==> src/rtl/kwd_pkg.sv <==
package kwd_pkg;
  localparam int TSEL_W = 3;

  // exponent of the timeout period for each select code
  function automatic logic [5:0] sel_exp(input logic [TSEL_W-1:0] s);
    logic [5:0] e;
    case (s)
      3'd0: e = 6'd9;
      3'd1: e = 6'd11;
      3'd2: e = 6'd13;
      3'd3: e = 6'd15;
      3'd4: e = 6'd19;
      3'd5: e = 6'd23;
      3'd6: e = 6'd27;
      default: e = 6'd31;
    endcase
    return e;
  endfunction
endpackage

==> src/rtl/kwd_timebase.sv <==
module kwd_timebase
  import kwd_pkg::*;
#(
  parameter int CNT_W = 32
) (
  input  logic                clk,
  input  logic                rst,
  input  logic                run,
  input  logic                restart,
  input  logic                load,
  input  logic [CNT_W-1:0]    load_val,
  input  logic [TSEL_W-1:0]   tsel,
  output logic                terminal
);
  localparam logic [CNT_W-1:0] ONE = CNT_W'(1);

  logic [CNT_W-1:0] cnt;
  logic [CNT_W-1:0] last;

  assign last     = (ONE << sel_exp(tsel)) - ONE;
  assign terminal = run && (cnt == last);

  always_ff @(posedge clk) begin
    if (rst || restart)  cnt <= '0;
    else if (load)       cnt <= load_val;
    else if (run)        cnt <= terminal ? '0 : cnt + ONE;
  end

  AST_IDLE_ZERO: assert property (@(posedge clk) disable iff (rst)
    (!run && !load) |=> (cnt == '0) || $past(load)) else $error("counter moved while stopped");
endmodule

==> src/rtl/kwd_keyseq.sv <==
module kwd_keyseq #(
  parameter int             DW       = 8,
  parameter logic [DW-1:0]  KEY_ARM  = 8'h55,
  parameter logic [DW-1:0]  KEY_FIRE = 8'hAA
) (
  input  logic          clk,
  input  logic          rst,
  input  logic          clear,
  input  logic          wr,
  input  logic [DW-1:0] wdata,
  output logic          armed,
  output logic          fire,
  output logic [DW-1:0] shadow
);
  logic is_arm, is_fire;

  assign is_arm  = wr && (wdata == KEY_ARM);
  assign is_fire = wr && (wdata == KEY_FIRE);
  assign fire    = is_fire && armed && !clear;

  always_ff @(posedge clk) begin
    if (rst || clear)  armed <= 1'b0;
    else if (is_arm)   armed <= 1'b1;
    else if (is_fire)  armed <= 1'b0;
  end

  // service byte has no defined reset value
  always_ff @(posedge clk) begin
    if (wr) shadow <= wdata;
  end

  AST_ARM_ON_KEY: assert property (@(posedge clk) disable iff (rst)
    (is_arm && !clear) |=> armed) else $error("first key not held");
  AST_DISARM_OFF: assert property (@(posedge clk) disable iff (rst)
    clear |=> !armed) else $error("pending key kept while disabled");
  AST_FIRE_NEEDS_ARM: assert property (@(posedge clk) disable iff (rst)
    fire |-> $past(is_arm) || $past(armed)) else $error("service without first key");
endmodule

==> src/rtl/keyed_watchdog.sv <==
module keyed_watchdog
  import kwd_pkg::*;
#(
  parameter int            CNT_W    = 32,
  parameter int            DW       = 8,
  parameter logic [DW-1:0] KEY_ARM  = 8'h55,
  parameter logic [DW-1:0] KEY_FIRE = 8'hAA
) (
  input  logic             clk,
  input  logic             rst,
  input  logic             wr_en,
  input  logic             addr,
  input  logic [DW-1:0]    wr_data,
  output logic [DW-1:0]    rd_data,
  input  logic             tst_load,
  input  logic [CNT_W-1:0] tst_value,
  output logic             irq,
  output logic             xfer_ack
);
  localparam int B_EN   = 7;
  localparam int B_TSEL = 3;
  localparam int B_ESCE = 2;
  localparam int B_ESCF = 1;
  localparam int B_IRQF = 0;

  logic              en_q, esc_en_q, irq_q, esc_q, ack_q;
  logic [TSEL_W-1:0] tsel_q, tsel_new;
  logic              ctrl_wr, svc_wr, irq_w1c, esc_w1c, tsel_chg;
  logic              fire, armed, terminal, restart, escalate;
  logic [DW-1:0]     shadow, ctrl_rd;

  assign ctrl_wr  = wr_en && !addr;
  assign svc_wr   = wr_en && addr;
  assign tsel_new = wr_data[B_TSEL +: TSEL_W];
  assign irq_w1c  = ctrl_wr && wr_data[B_IRQF];
  assign esc_w1c  = ctrl_wr && wr_data[B_ESCF];
  assign tsel_chg = ctrl_wr && (tsel_new != tsel_q);
  assign escalate = terminal && irq_q && esc_en_q;
  assign restart  = !en_q || (fire && !irq_q) || tsel_chg || (irq_w1c && irq_q);

  kwd_keyseq #(.DW(DW), .KEY_ARM(KEY_ARM), .KEY_FIRE(KEY_FIRE)) u_keys (
    .clk(clk), .rst(rst), .clear(!en_q), .wr(svc_wr), .wdata(wr_data),
    .armed(armed), .fire(fire), .shadow(shadow)
  );

  kwd_timebase #(.CNT_W(CNT_W)) u_tbase (
    .clk(clk), .rst(rst), .run(en_q), .restart(restart), .load(tst_load),
    .load_val(tst_value), .tsel(tsel_q), .terminal(terminal)
  );

  always_ff @(posedge clk) begin
    if (rst) begin
      en_q     <= 1'b0;
      tsel_q   <= '0;
      esc_en_q <= 1'b0;
      irq_q    <= 1'b0;
      esc_q    <= 1'b0;
      ack_q    <= 1'b0;
    end else begin
      ack_q <= escalate;
      if (ctrl_wr) begin
        en_q     <= wr_data[B_EN];
        tsel_q   <= tsel_new;
        esc_en_q <= wr_data[B_ESCE];
      end
      if (terminal && !irq_q) irq_q <= 1'b1;
      else if (irq_w1c)       irq_q <= 1'b0;
      if (escalate)           esc_q <= 1'b1;
      else if (esc_w1c)       esc_q <= 1'b0;
    end
  end

  always_comb begin
    ctrl_rd                      = '0;
    ctrl_rd[B_EN]                = en_q;
    ctrl_rd[B_TSEL +: TSEL_W]    = tsel_q;
    ctrl_rd[B_ESCE]              = esc_en_q;
    ctrl_rd[B_ESCF]              = esc_q;
    ctrl_rd[B_IRQF]              = irq_q;
  end

  assign rd_data  = addr ? shadow : ctrl_rd;
  assign irq      = irq_q;
  assign xfer_ack = ack_q;

  AST_ACK_AFTER_IRQ: assert property (@(posedge clk) disable iff (rst)
    xfer_ack |-> $past(irq)) else $error("strobe without pending interrupt");
  AST_ACK_ONE_CYCLE: assert property (@(posedge clk) disable iff (rst)
    xfer_ack |=> !xfer_ack) else $error("strobe longer than one cycle");
  AST_IRQ_STICKY: assert property (@(posedge clk) disable iff (rst)
    (irq && !irq_w1c) |=> irq) else $error("interrupt dropped without clear");
  AST_ESC_FLAG_SET: assert property (@(posedge clk) disable iff (rst)
    xfer_ack |-> esc_q) else $error("strobe without escalation flag");
endmodule

==> config.mk <==
export PLATFORM = sky130hd
export DESIGN_NAME = keyed_watchdog
export DESIGN_NICKNAME = d
export VERILOG_FILES = /design/src/rtl/kwd_pkg.sv /design/src/rtl/kwd_timebase.sv /design/src/rtl/kwd_keyseq.sv /design/src/rtl/keyed_watchdog.sv
export SDC_FILE = /design/constraint.sdc
export NUM_CORES = 1
export LEC_CHECK = 0
export BUFFER_PORTS_ARGS = -buffer_cell sky130_fd_sc_hd__clkbuf_2
export CORE_MARGIN = 10
export CORE_UTILIZATION = 38
export DETAILED_ROUTE_END_ITERATION = 7
export HOLD_SLACK_MARGIN = 0.12
export PLACE_DENSITY = 0.58
export SYNTH_ARGS = -nofsm -noshare
export SYNTH_HDL_FRONTEND = slang
export SYNTH_HIERARCHICAL = 1
export SYNTH_SLANG_ARGS = --single-unit
==> constraint.sdc <==
create_clock -name clk -period 2.8 [get_ports clk]
set_clock_uncertainty 0.05 [all_clocks]
set_input_delay 0.56 -clock clk [delete_from_list [all_inputs] [get_ports clk]]
set_output_delay 0.56 -clock clk [all_outputs]
set_load 0.02 [all_outputs]
==> results.ini <==
[clocking]
postCtsHoldBufs=0
numCtsBuffers=5
root_buffer=clkbuf_8
insertion_delay_ns=0.31
clkSinkCount=49
cts.clk_slew.worst_paths_ns=0.09
cts-resized-gates=0
clockBufferDepth=2
cts_setup_buffers=0
cts_tree=done
htree_levels=2

[power_and_ir_drop]
totalPowerFinal_mw=1.32
p_per_area_nw_per_um2=383
power.leakage_nw=1.18
ir_drop_uv=178

[synth]
ys_warn_count=6
yosysSeqAreaShare_pct=35.8
synth_largest_area_cell=dfxtp_1
synth_nets=382
synthCells=335
synthArstFlopShare_pct=0
avgSynthCellArea_um2=8.85
synth_top_area_share_pct=27.7
synth_edf_count=8
synthFlopType=dfxtp_1
syn-cell-area_um2=2970
yosys.cell_types.count=52
synth_seq_cells=49
yosys-top-cells-area=dfxtp_1 28%, edfxtp_1 8.1%, nor3b_1 8.1%, xor2_1 7.1%, a21oi_1 6.4%

[worst_setup_path]
crit_family=compound AO/OA/AOI/OAI gates
critPathLaunchType=flip-flop
cp_num_buf_inv=1
critPathMaxStageDelay_ns=0.50
r2r_start=u_tbase/cnt[0]
critPathArrivalTime_ns=2.70
endpoint_kind=flip-flop
crit_chain=ha_1 > nand4b_1 > a211o_2 > a2111o_1 > o31ai_4 > buf_4 > o22ai_2
cpMaxStageDelayCell=o31ai_4
reg2regPathDepth=7
crit_type=reg -> reg
crit_fanout=9
r2r-end=u_tbase/cnt[17]
reg2reg_slack_ns=0.23
critPathRequiredTime_ns=2.93

[final_layout]
area_growth_pct=16.5
seqCellArea_um2=1060
multiInputGateArea_um2=1770
drive_above_1_share_pct=24.9
fillers=772
final_common_cell=clkbuf_2
nets=435
final_cell_mix=54 x clkbuf_2, 41 x dfxtp_1, 38 x a21oi_1, 32 x nor3b_1, 24 x xor2_1
final_util_pct=45.2
num_antenna_cells=0

[sta]
slew_headroom_pct=58.0
slew_viol_final=0
setup_tns_ns=0
rsz0062_at_grt=false
post-route-period-util_pct=91.6
hold_violations=0
setup_slack_ns=0.235
finalSetupViolations=0
fmax_mhz=390
worstMarginPinSlew_ns=0.627
fin_crit_ns=2.57

[floorplanning]
dieArea_um2=11700
die_height_um=108
row_count=32
ioPinCount=55
die_w_um=108
initial_utilization_pct=38.8
core-area_um2=7650

[drt]
drc=0
routed-via-count=2658
wl_per_cell_um=15.6
drtPass1Iterations=4
routed_via_density=5.41
dr.first_iter.drc_count=91
drt_wl_total_mm=7.66
drt.antenna.violating_nets=0

[global_routing]
gr-usage-all-layers_pct=12.7
grt_pass1_vias=2558
grt_max_degree=65
antenna_found_initial=0
grt_remaining_overflow=0
grt_pass1_wl_mm=12.3

[placed_design]
dp_slack_ns=0.219
dp_hpwl_mm=5.63
numPortBuffers=54
place_congestion=0.748

[job]
max_cap_violations=0

[worst_hold_path]
min-delay-start=wr_data[6]
hold_depth=1
min_to=u_keys/shadow[6]
min_path_type=in -> reg

[run_status]
status=finished clean

## stage by stage
step | instances | hold slack [ns] | cell area [um^2]
after floorplan | 335 | 0.387 | 2970
after global placement | 483 | 0.416 | 3370
after detailed placement | 483 | 0.426 | 3370
after CTS | 491 | 0.413 | 3450
after global routing | 491 | 0.411 | 3450
final | 491 | 0.415 | 3450
## worst max path at each step
stage	to	slack, ns	startpoint	cells after the start
finish	u_tbase/cnt[17]	0.23	u_tbase/cnt[0]	7
global route	u_tbase/cnt[24]	0.12	tsel_q[2]	6
floorplan	u_tbase/cnt[15]	0.26	addr	10
detailed placement	u_tbase/cnt[24]	0.22	wr_data[5]	9
global placement	u_tbase/cnt[24]	0.21	wr_data[5]	9
CTS	u_tbase/cnt[17]	0.24	u_tbase/cnt[0]	7
## metal layers
layer / share of wire, % / global-route usage, % / vias up
li1: - / - / 1362
met4: 0.85 / 3.11 / 0
met1: 47 / 16.5 / 1249
met5: 0 / 0 / -
met2: 47 / 20.6 / 42
met3: 4.8 / 3.03 / 5
## kinds of logic (layout without fill, tap and decap cells)
group	after synthesis	count (layout)	synth area share [%]
compound gates	89	89	21.2
xor+xnor	33	33	9.75
fa+ha+maj	2	2	0.844
buf+inv	29	83	4.51
flops	49	49	35.8
mux	8	8	2.95
simple gates	125	125	25.0
## sequential cells by signal, summed over array words and instances, names as in the netlist
name / count
xfer_ack: 1
irq: 1
esc_q: 1
tsel_q: 3
esc_en_q: 1
u_keys/armed: 1
en_q: 1
u_keys/shadow: 8
u_tbase/cnt: 32
## report_power, final
part	leakage [nW]	switching (mW)	internal (mW)	total, mW
clock network	0.0385	0.241	0.177	0.418
logic	0.735	0.0947	0.0691	0.164
registers	0.406	0.0114	0.730	0.742
total	1.18	0.347	0.977	1.32
## synth_stat cells, types with 2 or more instances
cell and count:
xnor2_1 9, nand4_1 15, edfxtp_1 8, xor2_1 24, a21oi_1 38, buf_6 3
nor4_1 3, nor2_1 11, nand4b_1 2, dfxtp_1 41, mux2i_1 2, o22ai_2 10
nand2b_1 2, mux2_2 6, nor3b_1 32, ha_1 2, nand3_1 12, nor3_1 8
clkbuf_1 15, inv_1 8, and2_1 2, and3_1 4, o22ai_1 21, buf_2 2
o21ai_0 3, or4_1 4, nand2_1 23
## final cells by class
cell class	instances	area share, %
clock inverter	1	0.217
tap	102	3.70
sequential	49	30.7
inverter	8	0.870
clock buffer	7	2.21
timing repair buffer	67	11.0
multi-input combinational	257	51.3
## worst register-to-register path: stages (launching register included)
cell and delay, ns:
dfxtp_1 0.44, ha_1 0.18, nand4b_1 0.10, a211o_2 0.31
a2111o_1 0.46, o31ai_4 0.50, buf_4 0.30, o22ai_2 0.09
Power figures use the tool's default switching activity.
